<file path="src/rtl/sclk_tx_pkg.sv">
package sclk_tx_pkg;
  // Reach of the clock source selector on each side of this pin
  localparam int NEAR_SPAN = 3;
  localparam int NEAR_W    = 2 * NEAR_SPAN + 1;
  // Source codes: this pin, +1..+SPAN, own output, -SPAN..-1
  localparam int CAND_N    = 2 * NEAR_SPAN + 2;
  localparam int CODE_W    = $clog2(CAND_N);
  localparam int SEL_W     = CODE_W + 1;
  localparam int OWN_CODE  = NEAR_SPAN + 1;

  typedef struct packed {
    logic loadShift;  // move pending word into shifter, present its bit 0
    logic shiftOn;    // present next bit of the current word
  } txStrobeT;
endpackage

</file>
<file path="src/rtl/sclk_tx_clksel.sv">
module sclk_tx_clksel
  import sclk_tx_pkg::*;
(
  input  logic [NEAR_W-1:0] nearPins,
  input  logic              localOut,
  input  logic [SEL_W-1:0]  clkSel,
  output logic              selClk
);
  logic [CAND_N-1:0] cand;

  assign cand[0]        = nearPins[NEAR_SPAN];
  assign cand[OWN_CODE] = localOut;

  generate
    for (genvar k = 1; k <= NEAR_SPAN; k++) begin : g_reach
      assign cand[k]            = nearPins[NEAR_SPAN + k];
      assign cand[OWN_CODE + k] = nearPins[k - 1];
    end
  endgenerate

  assign selClk = cand[clkSel[CODE_W-1:0]] ^ clkSel[SEL_W-1];
endmodule

</file>
<file path="src/rtl/sclk_tx_ctrl.sv">
module sclk_tx_ctrl
  import sclk_tx_pkg::*;
#(
  parameter int LEN_W       = 5,
  parameter int SYNC_STAGES = 2
) (
  input  logic             clk,
  input  logic             rstN,
  input  logic             selClk,
  input  logic             wrEn,
  input  logic [LEN_W-1:0] holdLen,
  output txStrobeT         stb,
  output logic             bufEmpty
);
  logic [SYNC_STAGES-1:0] syncQ;
  logic                   prevQ;
  logic                   edgeQ;
  logic                   busy;
  logic                   holdFull;
  logic [LEN_W-1:0]       remain;

  // Synchronizer, previous-sample register and registered edge flag
  always_ff @(posedge clk or negedge rstN) begin
    if (!rstN) begin
      syncQ <= '0;
      prevQ <= 1'b0;
      edgeQ <= 1'b0;
    end else begin
      syncQ <= {syncQ[SYNC_STAGES-2:0], selClk};
      prevQ <= syncQ[SYNC_STAGES-1];
      edgeQ <= syncQ[SYNC_STAGES-1] & ~prevQ;
    end
  end

  always_comb begin
    stb           = '0;
    stb.loadShift = edgeQ && holdFull && (!busy || remain == '0);
    stb.shiftOn   = edgeQ && busy && remain != '0;
  end

  always_ff @(posedge clk or negedge rstN) begin
    if (!rstN) begin
      busy   <= 1'b0;
      remain <= '0;
    end else if (stb.loadShift) begin
      busy   <= 1'b1;
      remain <= holdLen;
    end else if (stb.shiftOn) begin
      remain <= remain - LEN_W'(1);
    end else if (edgeQ && busy) begin
      busy   <= 1'b0;
    end
  end

  always_ff @(posedge clk or negedge rstN) begin
    if (!rstN)              holdFull <= 1'b0;
    else if (wrEn)          holdFull <= 1'b1;
    else if (stb.loadShift) holdFull <= 1'b0;
  end

  assign bufEmpty = ~holdFull;

  // an edge is only flagged after the selected clock was seen high
  a_r3_edge_from_high_input: assert property (@(posedge clk) disable iff (!rstN)
    edgeQ |-> $past(selClk, SYNC_STAGES + 1));

  // a write always leaves a word pending
  a_r6_write_fills: assert property (@(posedge clk) disable iff (!rstN)
    wrEn |=> !bufEmpty);

  // the empty flag only returns through a transfer
  a_r7_empty_on_transfer: assert property (@(posedge clk) disable iff (!rstN)
    $rose(bufEmpty) |-> $past(stb.loadShift));

  // a pending word follows the last bit without a gap
  a_r8_no_gap: assert property (@(posedge clk) disable iff (!rstN)
    (edgeQ && busy && remain == '0 && !bufEmpty) |-> stb.loadShift);

  // coincident write and transfer keep the buffer full
  a_r10_coincident_keeps_full: assert property (@(posedge clk) disable iff (!rstN)
    (stb.loadShift && wrEn) |=> !bufEmpty);
endmodule

</file>
<file path="src/rtl/sclk_tx_dpath.sv">
module sclk_tx_dpath
  import sclk_tx_pkg::*;
#(
  parameter int WORD_W = 32,
  parameter int LEN_W  = 5
) (
  input  logic              clk,
  input  logic              rstN,
  input  logic              wrEn,
  input  logic [WORD_W-1:0] wrData,
  input  logic [LEN_W-1:0]  wrLen,
  input  txStrobeT          stb,
  output logic [LEN_W-1:0]  holdLen,
  output logic              txOut
);
  logic [WORD_W-1:0] holdWord;
  logic [WORD_W-1:0] shReg;

  always_ff @(posedge clk or negedge rstN) begin
    if (!rstN) begin
      holdWord <= '0;
      holdLen  <= '0;
    end else if (wrEn) begin
      holdWord <= wrData;
      holdLen  <= wrLen;
    end
  end

  always_ff @(posedge clk or negedge rstN) begin
    if (!rstN) begin
      shReg <= '0;
      txOut <= 1'b0;
    end else if (stb.loadShift) begin
      txOut <= holdWord[0];
      shReg <= holdWord >> 1;
    end else if (stb.shiftOn) begin
      txOut <= shReg[0];
      shReg <= shReg >> 1;
    end
  end

  // the two control strobes never coincide
  a_r8_strobes_exclusive: assert property (@(posedge clk) disable iff (!rstN)
    $onehot0({stb.loadShift, stb.shiftOn}));

  // without a strobe the output line holds
  a_r9_idle_holds: assert property (@(posedge clk) disable iff (!rstN)
    !(stb.loadShift || stb.shiftOn) |=> $stable(txOut));
endmodule

</file>
<file path="src/rtl/sclk_shift_tx.sv">
module sclk_shift_tx
  import sclk_tx_pkg::*;
#(
  parameter int WORD_W      = 32,
  parameter int SYNC_STAGES = 2,
  localparam int LEN_W      = $clog2(WORD_W)
) (
  input  logic              clk,
  input  logic              rstN,
  input  logic [NEAR_W-1:0] nearPins,
  input  logic              localOut,
  input  logic [SEL_W-1:0]  clkSel,
  input  logic              wrEn,
  input  logic [WORD_W-1:0] wrData,
  input  logic [LEN_W-1:0]  wrLen,
  output logic              txOut,
  output logic              bufEmpty
);
  logic             selClk;
  txStrobeT         stb;
  logic [LEN_W-1:0] holdLen;

  sclk_tx_clksel i_clksel (
    .nearPins (nearPins),
    .localOut (localOut),
    .clkSel   (clkSel),
    .selClk   (selClk)
  );

  sclk_tx_ctrl #(.LEN_W(LEN_W), .SYNC_STAGES(SYNC_STAGES)) i_ctrl (
    .clk      (clk),
    .rstN     (rstN),
    .selClk   (selClk),
    .wrEn     (wrEn),
    .holdLen  (holdLen),
    .stb      (stb),
    .bufEmpty (bufEmpty)
  );

  sclk_tx_dpath #(.WORD_W(WORD_W), .LEN_W(LEN_W)) i_dpath (
    .clk     (clk),
    .rstN    (rstN),
    .wrEn    (wrEn),
    .wrData  (wrData),
    .wrLen   (wrLen),
    .stb     (stb),
    .holdLen (holdLen),
    .txOut   (txOut)
  );
endmodule

</file>
<file path="config.mk">
export PLATFORM = sky130hd
export DESIGN_NAME = sclk_shift_tx
export DESIGN_NICKNAME = d
export VERILOG_FILES = /design/src/rtl/sclk_tx_pkg.sv /design/src/rtl/sclk_tx_clksel.sv /design/src/rtl/sclk_tx_ctrl.sv /design/src/rtl/sclk_tx_dpath.sv /design/src/rtl/sclk_shift_tx.sv
export SDC_FILE = /design/constraint.sdc
export NUM_CORES = 1
export LEC_CHECK = 0
export ABC_AREA = 1
export BUFFER_PORTS_ARGS = -buffer_cell sky130_fd_sc_hd__buf_2
export CORE_UTILIZATION = 55
export DETAILED_ROUTE_END_ITERATION = 7
export PLACE_DENSITY = 0.87
export SLEW_MARGIN = 10
export SYNTH_ARGS = -nofsm -noshare
export SYNTH_HDL_FRONTEND = slang
export SYNTH_SLANG_ARGS = --single-unit
</file>
<file path="constraint.sdc">
create_clock -name clk -period 2.1 [get_ports clk]
set_input_delay 0.63 -clock clk [delete_from_list [all_inputs] [get_ports clk]]
set_output_delay 0.63 -clock clk [all_outputs]
set_load 0.02 [all_outputs]
</file>
==> run_results.csv, run 1 <==
group,metric,value,unit
status,status,"finished clean",
sta,relSlewSlack,64.7,%
sta,worstMarginPinSlew,0.528,ns
final_layout,final_nets,520,
global_routing,grt_max_degree,38,
cts,numCtsBuffers,9,
sta,setup_viol,0,
final_layout,fillCellCount,528,
place,dp_hpwl,4630,µm
sta,hold_viol_final,0,
cts,clockBufferDepth,2,
place,place_congestion,0.776,
cts,clock-sinks,80,
final_layout,diodes,0,
synth,netlist.area_leader.share,57.5,%
power,p_per_area,1040,nW/µm²
floorplanning,core_area,6030,µm²
final_layout,fin_area,3970,µm²
synth,synth_flop_cell,"dfrtp_1",
synth,ys_ff_latch,80,
detailed_routing,via_count,2822,
synth,synth_cell_type_count,22,
floorplanning,die_h,81.5,µm
setup_path,crit_path_start_kind,"flip-flop",
cts,clk_latency,0.34,ns
cts,holdBufCountCts,0,
floorplanning,rows,28,
synth,postSynthCellCount,417,
global_routing,antenna_found_initial,0,
cts,cts_tree,"built",
detailed_routing,drtIter0Drc,132,
global_routing,grt_pass1_vias,2706,
synth,ys.warnings.count,0,
synth,yosysTopAreaCell,"dfrtp_1",
synth,synth.avg_cell_area,8.34,µm²
floorplanning,die_x,81.5,µm
sta,fmax,0.626,GHz
detailed_routing,dr.pass1.iters,4,
cts,htreeDepth,3,
sta,rsz0062_at_grt,"false",
synth,synth_seq_area_share,57.5,%
cts,ctsResizeCount,0,
detailed_routing,drt-wirelength-per-cell,12.5,µm
synth,synth.net_count,470,
place,portBuffers,53,
power,vdd_ir_drop_max,0.000542,V
synth,synth_edf_count,0,
final_layout,areaGrowthSynthToFinish,14.1,%
setup_path,max_stage_delay,0.41,ns
flow_run,cap_viol_max_count,0,
detailed_routing,wl,6830,µm
global_routing,grt_first_pass_wirelength,11500,µm
detailed_routing,ant_nets,0,
sta,drv_slew,0,
setup_path,cp_cell_sequence,"inv_1 -> ha_1 -> nand3_2 -> nand2_2 -> inv_2 -> nand2_1 -> nand3_1",
global_routing,overflow,0,
setup_path,required,2.37,ns
final_layout,fin_util,65.9,%
place,placed_area,3780,µm²
synth,syn_area,3480,µm²
sta,period_share,76.1,%
cts,cts_setup_buffers,0,
sta,min_period,1.60,ns
floorplanning,start_util,57.7,%
setup_path,slowest_stage,"inv_2",
synth,synth_area_leaders,"dfrtp_1, nand2_1, nand3_1",
cts,cts_root_buffer,"clkbuf_8",
floorplanning,io_pins,54,
final_layout,layout_commonest_cell,"nand2_1",
setup_path,critPathMaxFanout,33,
setup_path,reg2reg_from,"i_ctrl.remain[0]",
cts,clk_pin_slew,0.08,ns
detailed_routing,drc,0,
detailed_routing,viasPerCell,5.16,
sta,finalSetupTns,0,ns
final_layout,drive_gt1_share,17.6,%
setup_path,crit_type,"flip-flop to flip-flop",
setup_path,crit_start,"i_ctrl.remain[0]",
setup_path,crit_path_end_kind,"flip-flop",
synth,ys_async_sr_fraction,100,%
sta,finClkSkew,0.00986,ns
setup_path,crit_arrival,1.87,ns
final_layout,mostFrequentLayoutCells,"nand2_1, dfrtp_1, nand3_1",
power,p_leak,2.16,nW
worst_hold_path,min_path_type,"input pin to async pin",
floorplanning,dieArea,6650,µm²
global_routing,grt.total_usage,22.9,%
==> worst paths after layout <==
kind                               endpoint  slack (ns)  depth (start not counted)
setup / recovery           i_ctrl.remain[2]        0.50                          7
hold / removal                i_dpath.txOut        0.19                          1
setup reg to reg           i_ctrl.remain[2]        0.50                          7
hold reg to reg             i_ctrl.syncQ[1]        0.36                          0
max in group asynchronous  i_dpath.shReg[3]        1.35                          2
min in group clk            i_ctrl.syncQ[1]        0.36                          0
==> state kept, by name, summed over array words and instances (netlist names) <==
register          cells
i_dpath.holdWord     32
i_dpath.shReg        31
i_ctrl.remain         5
i_dpath.holdLen       5
i_ctrl.syncQ          2
i_ctrl.busy           1
i_ctrl.edgeQ          1
i_ctrl.holdFull       1
i_ctrl.prevQ          1
i_dpath.txOut         1
==> critical path, delay by kind of cell, from the launching register on <==
kind	cells	cell delay (ns)
buf+inv	2	0.48
simple gates	4	0.45
flops	1	0.35
fa+ha+maj	1	0.25
==> per-layer routing <==
| layer | vias to the layer above | global-route usage (%) | part of all wire, % |
|---|---|---|---|
| li1 | 1411 | - | - |
| met1 | 1328 | 28.0 | 45 |
| met2 | 71 | 39.3 | 50 |
| met3 | 12 | 5.00 | 4.0 |
| met4 | 0 | 9.29 | 1.6 |
| met5 | - | 0 | 0 |
==> cell type report <==
cell class                 count  area [µm²]  share of cell area [%]
inverter                      22        87.6                    2.21
sequential                    80        2000                    50.4
multi-input combinational    293        1260                    31.7
clock inverter                 4        53.8                    1.36
timing repair buffer          61         340                    8.57
clock buffer                  12         135                    3.40
tap                           75        93.8                    2.36
==> metrics by stage <==
| stage | power, W | hold WS (ns) | instances | setup WS [ns] |
|---|---|---|---|---|
| 3_3_place_gp | 0.00298 | 0.331 | 531 | 0.608 |
| 2_1_floorplan | 0.00279 | 0.331 | 417 | 0.694 |
| 6_report | 0.00411 | 0.191 | 547 | 0.503 |
| 3_5_place_dp | 0.00304 | 0.342 | 531 | 0.543 |
| 5_1_grt | 0.00438 | 0.198 | 547 | 0.366 |
| 4_1_cts | 0.00414 | 0.188 | 547 | 0.496 |
==> power breakdown <==
part           total [W]  internal, W  leakage (nW)  switching [W]
Sequential       0.00206      0.00186          1.02       0.000200
Combinational   0.000953     0.000363          1.06       0.000590
Clock            0.00110     0.000555        0.0872       0.000542
Total            0.00411      0.00278          2.16        0.00133
==> kinds of logic (layout without fill, tap and decap cells) <==
logic type | Yosys count | in the layout | share of synthesized area [%]
simple gates | 280 | 280 | 33.7
flops | 80 | 80 | 57.5
buf+inv | 44 | 99 | 6.33
compound gates | 10 | 10 | 1.58
xor+xnor | 2 | 2 | 0.504
fa+ha+maj | 1 | 1 | 0.360
==> synth_stat cells (2+ instances only) <==
| master | n |
|---|---|
| o211ai_1 | 2 |
| or2_2 | 2 |
| buf_6 | 6 |
| clkbuf_1 | 12 |
| nand2_2 | 3 |
| inv_1 | 19 |
| nor2_1 | 6 |
| dfrtp_1 | 80 |
| nand3_1 | 77 |
| nand2_1 | 189 |
| buf_2 | 4 |
| o21ai_0 | 7 |
No activity file was read; power rests on OpenSTA's default activity.
==> run 2: changes to the inputs <==
==> constraint.sdc (replaced) <==
create_clock -name clk -period 1.7 [get_ports clk]
set_input_delay 0.51 -clock clk [delete_from_list [all_inputs] [get_ports clk]]
set_output_delay 0.51 -clock clk [all_outputs]
set_load 0.02 [all_outputs]
==> run_results.csv, run 2 (synthesized netlist as in run 1, its figures left out) <==
group,metric,value,unit
floorplanning,rows,28,
final_layout,mostFrequentLayoutCells,"nand2_1, dfrtp_1, nand3_1",
setup_path,cp.depth,8,
power,p_leak,2.18,nW
cts,clk_pin_slew,0.08,ns
flow_run,cap_viol_max_count,0,
final_layout,regArea,2000,µm²
setup_path,r2r_cells,8,
power,p_per_area,1290,nW/µm²
floorplanning,io_pins,54,
detailed_routing,drc,0,
floorplanning,start_util,57.7,%
setup_path,crit_path_start_kind,"flip-flop",
setup_path,path_buf_inv,2,
power,power_frac_clock,27.0,%
final_layout,areaGrowthSynthToFinish,15.1,%
floorplanning,die_x,81.5,µm
power,vdd_ir_drop_max,0.000811,V
final_layout,regMostFlops,"i_dpath.holdWord",
setup_path,crit_arrival,1.82,ns
final_layout,stdcell_count,547,
sta,setup_viol,0,
detailed_routing,drt-wirelength-per-cell,12.9,µm
detailed_routing,ant_nets,0,
final_layout,final_nets,520,
sta,rsz0062_at_grt,"false",
detailed_routing,via_count,2861,
cts,numCtsBuffers,9,
place,dp_cells,531,
status,status,"finished clean",
cts,cts_tree,"built",
setup_path,cp_cell_sequence,"inv_1 -> ha_1 -> nand3_2 -> nand2_2 -> nand2_2 -> clkinv_8 -> nand2_1 -> nand3_1",
power,p_comb_share,23.5,%
sta,hold_viol_final,0,
sta,fmax,0.626,GHz
setup_path,r2r_slack,0.10,ns
global_routing,grt_first_pass_wirelength,11800,µm
place,dp_hpwl,4730,µm
sta,finClkSkew,0.00742,ns
final_layout,fillCellCount,505,
sta,period_share,93.9,%
sta,min_period,1.60,ns
detailed_routing,viasPerCell,5.23,
global_routing,antenna_found_initial,0,
final_layout,diodes,0,
final_layout,largest_reg_flops,32,
setup_path,cpMostUsedCell,"nand2_2",
sta,finalSetupTns,0,ns
setup_path,r2r_end,"i_dpath.shReg[4]",
cts,cts_root_buffer,"clkbuf_8",
sta,relSlewSlack,72.7,%
setup_path,critPathMaxFanout,34,
detailed_routing,drtIter0Drc,172,
cts,clk_latency,0.35,ns
setup_path,max_stage_delay,0.36,ns
floorplanning,dieArea,6650,µm²
floorplanning,die_h,81.5,µm
setup_path,crit_path_end_kind,"flip-flop",
sta,drv_slew,0,
power,internal-power,0.00349,W
floorplanning,core_area,6030,µm²
cts,htreeDepth,3,
final_layout,drive_gt1_share,18.0,%
setup_path,required,1.92,ns
global_routing,overflow,0,
cts,clockBufferDepth,2,
place,place_congestion,0.762,
power,seq_power_share,49.5,%
cts,cts_setup_buffers,0,
setup_path,slowest_stage,"dfrtp_1",
detailed_routing,dr.pass1.iters,4,
power,switching_power,0.00166,W
worst_hold_path,min_path_type,"input pin to async pin",
sta,worstMarginPinSlew,0.410,ns
final_layout,layout_commonest_cell,"nand2_1",
global_routing,grt.total_usage,23.7,%
setup_path,reg2reg_from,"i_ctrl.remain[0]",
setup_path,crit_type,"flip-flop to flip-flop",
global_routing,grt_max_degree,81,
cts,clock-sinks,80,
place,portBuffers,53,
final_layout,multi_input_area,1260,µm²
global_routing,grt_pass1_vias,2742,
setup_path,crit_family,"simple AND/OR/NAND/NOR gates",
final_layout,largestRegisters,"i_dpath.holdWord x32, i_dpath.shReg x31",
power,switching_share,32.2,%
detailed_routing,wl,7050,µm
-- run 2: how the worst max path moves through the flow --
stage                                 from                end  slack [ns]
after floorplan           i_ctrl.remain[0]   i_ctrl.remain[0]        0.37
after global placement    i_ctrl.remain[0]  i_dpath.shReg[25]        0.17
after detailed placement  i_ctrl.remain[0]   i_dpath.shReg[5]        0.03
after CTS                 i_ctrl.remain[0]   i_dpath.shReg[4]        0.05
after global routing      i_ctrl.remain[0]   i_dpath.shReg[4]        0.01
final                     i_ctrl.remain[0]   i_dpath.shReg[4]        0.10
-- run 2: final cells by class --
class                      instances  share of cell area, %
sequential                        80                   50.0
multi-input combinational        293                   31.5
timing repair buffer              61                   8.59
clock inverter                     1                  0.188
clock buffer                      15                   4.91
tap                               75                   2.34
inverter                          22                   2.44
-- run 2: repair_timing --
action                     4_1_cts  5_1_grt
gates resized for setup          1        4
hold buffers                     0        0
setup endpoints to repair        1       26
-- run 2: layer usage --
metal	up-vias	GRT usage (%)	part of all wire, %
met5	-	0	0
met4	0	12.1	2.1
met3	13	5.67	6.2
met2	100	36.9	48
met1	1338	30.9	44
li1	1410	-	-
-- run 2: per-stage QoR --
step                hold WS (ns)  area [µm²]  total power, W  setup slack [ns]  util, %
CTS                        0.184        3990         0.00515            0.0486     66.2
global route               0.199        4000         0.00544            0.0132     66.4
detailed placement         0.336        3780         0.00376            0.0341     62.7
finish                     0.165        4000         0.00515             0.103     66.4
global placement           0.332        3780         0.00367             0.168     62.7
floorplan                  0.214        3480         0.00345             0.373        -
-- run 2: power groups by stage --
stage                     Clock [W]  Combinational [W]  Sequential (W)
after floorplan                   0           0.000933         0.00251
after global placement            0            0.00111         0.00256
after detailed placement          0            0.00120         0.00257
after CTS                   0.00141            0.00120         0.00254
after global routing        0.00147            0.00138         0.00259
final                       0.00139            0.00121         0.00255
==> run 3: changes to the inputs <==
--- a/config.mk
+++ b/config.mk
@@ -5,11 +5,11 @@
 export SDC_FILE = /design/constraint.sdc
 export NUM_CORES = 1
 export LEC_CHECK = 0
-export ABC_AREA = 1
-export BUFFER_PORTS_ARGS = -buffer_cell sky130_fd_sc_hd__buf_2
+export ABC_AREA = 0
 export CORE_UTILIZATION = 55
 export DETAILED_ROUTE_END_ITERATION = 7
-export PLACE_DENSITY = 0.87
+export DONT_BUFFER_PORTS = 1
+export PLACE_DENSITY = 0.79
 export SLEW_MARGIN = 10
 export SYNTH_ARGS = -nofsm -noshare
 export SYNTH_HDL_FRONTEND = slang
==> run_results.csv, run 3 <==
group,metric,value,unit
floorplanning,rows,29,
cts,numCtsBuffers,9,
setup_path,critPathMaxFanout,17,
cts,htreeDepth,3,
place,place_congestion,0.803,
power,p_per_area,1360,nW/µm²
cts,clk_latency,0.35,ns
final_layout,fin_area,4240,µm²
sta,rsz0062_at_grt,"true",
cts,cts_root_buffer,"clkbuf_8",
final_layout,largestRegisters,"i_dpath.holdWord x32, i_dpath.shReg x31",
detailed_routing,drt-wirelength-per-cell,19.9,µm
synth,syn_area,3760,µm²
floorplanning,die_h,84.7,µm
flow_run,cap_viol_max_count,0,
floorplanning,core_area,6490,µm²
sta,finClkSkew,0.00902,ns
final_layout,mostFrequentLayoutCells,"dfrtp_1, mux2_2, nand3b_1",
setup_path,required,1.94,ns
setup_path,cp_cell_sequence,"inv_1 -> ha_4 -> or4b_4 -> and2_4 -> buf_12 -> o221a_2",
global_routing,grt.total_usage,23.1,%
power,total_power,0.00577,W
final_layout,largest_reg_flops,32,
sta,period_share,105,%
place,dp_hpwl,4560,µm
final_layout,diodes,0,
place,portBuffers,0,
detailed_routing,dr.pass1.iters,6,
sta,fin_hold_ws,-0.154,ns
global_routing,antenna_found_initial,0,
sta,fmax,0.561,GHz
sta,hold_viol_final,80,
synth,ys_async_sr_fraction,100,%
final_layout,regMostFlops,"i_dpath.holdWord",
cts,clk_pin_slew,0.08,ns
synth,synth.net_count,341,
final_layout,fillCellCount,488,
synth,synth_edf_count,0,
final_layout,final_nets,351,
floorplanning,dieArea,7180,µm²
status,status,"complete, but fails checks",
setup_path,slowest_stage,"or4b_4",
synth,synth_cell_type_count,38,
synth,yosysMostFrequentCell,"dfrtp_1",
setup_path,crit_type,"flip-flop to flip-flop",
global_routing,grt_max_degree,81,
synth,postSynthCellCount,288,
sta,worstMarginPinSlew,0.399,ns
synth,synth_area_leaders,"dfrtp_1, mux2_2, o221a_1",
synth,ys_ff_latch,80,
sta,setup_viol,34,
sta,relSlewSlack,73.1,%
setup_path,crit_family,"simple AND/OR/NAND/NOR gates",
floorplanning,start_util,58.0,%
final_layout,areaGrowthSynthToFinish,12.5,%
place,placed_area,3890,µm²
global_routing,grt_pass1_vias,2545,
final_layout,layout_commonest_cell,"dfrtp_1",
setup_path,crit_path_start_kind,"flip-flop",
final_layout,drive_gt1_share,32.7,%
power,p_leak,1.59,nW
detailed_routing,wl,7550,µm
setup_path,max_stage_delay,0.49,ns
floorplanning,io_pins,54,
detailed_routing,via_count,2533,
synth,ys.warnings.count,0,
status,violations,"negative hold slack, negative setup slack",
synth,synth_common_cells,"dfrtp_1, mux2_2, nand3b_1",
floorplanning,die_x,84.7,µm
global_routing,overflow,0,
synth,yosysTopAreaCell,"dfrtp_1",
synth,synth_flop_cell,"dfrtp_1",
global_routing,grt_first_pass_wirelength,12600,µm
cts,clock-sinks,80,
detailed_routing,drtIter0Drc,183,
setup_path,path_buf_inv,2,
cts,clockBufferDepth,2,
sta,drv_slew,0,
detailed_routing,ant_nets,0,
synth,synth_seq_area_share,53.2,%
setup_path,crit_arrival,2.03,ns
worst_hold_path,min_path_type,"input pin to async pin",
setup_path,crit_path_end_kind,"flip-flop",
power,vdd_ir_drop_max,0.000719,V
sta,finalWorstSetupSlack,-0.0834,ns
cts,cts_tree,"built",
synth,netlist.area_leader.share,53.2,%
detailed_routing,viasPerCell,6.67,
sta,min_period,1.78,ns
detailed_routing,drc,0,
synth,synth.avg_cell_area,13.1,µm²
==> run 3: kinds of logic after synthesis <==
| kind of cell | after synthesis | synth area share (%) |
|---|---|---|
| muxes | 40 | 12.5 |
| xor gates and xnor gates | 1 | 0.233 |
| AOI/OAI and AO/OA | 47 | 12.9 |
| buffers and inverters | 38 | 4.79 |
| adders and majority gates | 1 | 0.332 |
| and+or+nand+nor | 81 | 16.1 |
| DFF | 80 | 53.2 |
==> run 3: worst register-to-register path: stages, from the launching register on <==
cell,delay [ns]
dfrtp_1,0.39
inv_1,0.09
ha_4,0.13
or4b_4,0.49
and2_4,0.19
buf_12,0.16
o221a_2,0.23
==> run 3: final timing paths <==
check	startpoint	endpoint	slack [ns]	depth (start not counted)
worst max register to register	i_ctrl.remain[1]	i_dpath.shReg[0]	-0.08	6
worst min register to register	i_ctrl.syncQ[0]	i_ctrl.syncQ[1]	0.35	0
max in group asynchronous	rstN	i_dpath.holdWord[11]	1.75	0
min in group clk	clkSel[3]	i_ctrl.syncQ[0]	0.25	1
worst max-delay path	i_ctrl.remain[1]	i_dpath.shReg[0]	-0.08	6
worst min-delay path	rstN	i_dpath.shReg[20]	-0.15	0
==> run 3: per-stage QoR <==
step	TNS [ns]	std cells	hold slack [ns]	setup slack [ns]	utilization (%)
floorplan	-2.14	288	0.214	-0.0730	-
global placement	-2.71	355	0.217	-0.0994	59.9
detailed placement	-4.93	355	0.217	-0.166	59.9
CTS	-1.61	376	-0.173	-0.0692	64.2
global route	-3.83	380	-0.184	-0.128	65.2
finish	-2.21	380	-0.154	-0.0834	65.2
==> run 3: cell type report <==
cell class              count  area (µm²)  area share, %
flip-flops and latches     80        2000           47.3
multi-input cells         170        1630           38.4
repair buffers             30         289           6.82
clock buffers              13         149           3.52
well taps                  77        96.3           2.27
clock inverters             3        42.5           1.00
inverters                   7        30.0          0.709
==> run 3: where the power goes <==
| group | total (W) | switching, W | leakage [nW] | internal, W |
|---|---|---|---|---|
| Sequential | 0.00264 | 0.000274 | 0.881 | 0.00236 |
| Clock | 0.00136 | 0.000646 | 0.0936 | 0.000718 |
| Combinational | 0.00177 | 0.000729 | 0.618 | 0.00104 |
==> run 3: per-layer routing <==
metal / wire [µm] / global-route usage [%]
met1: 3260 / 30.2
met2: 3760 / 36.1
met3: 397 / 7.18
met4: 129 / 9.24
met5: 0 / 0
==> run 3: timing repair <==
action                     CTS  global route
setup endpoints to repair   39            38
cloned                       2             0
hold endpoints to repair    80            80
gates resized for setup      9             7
setup buffers                3             4
pin swaps                    2             2
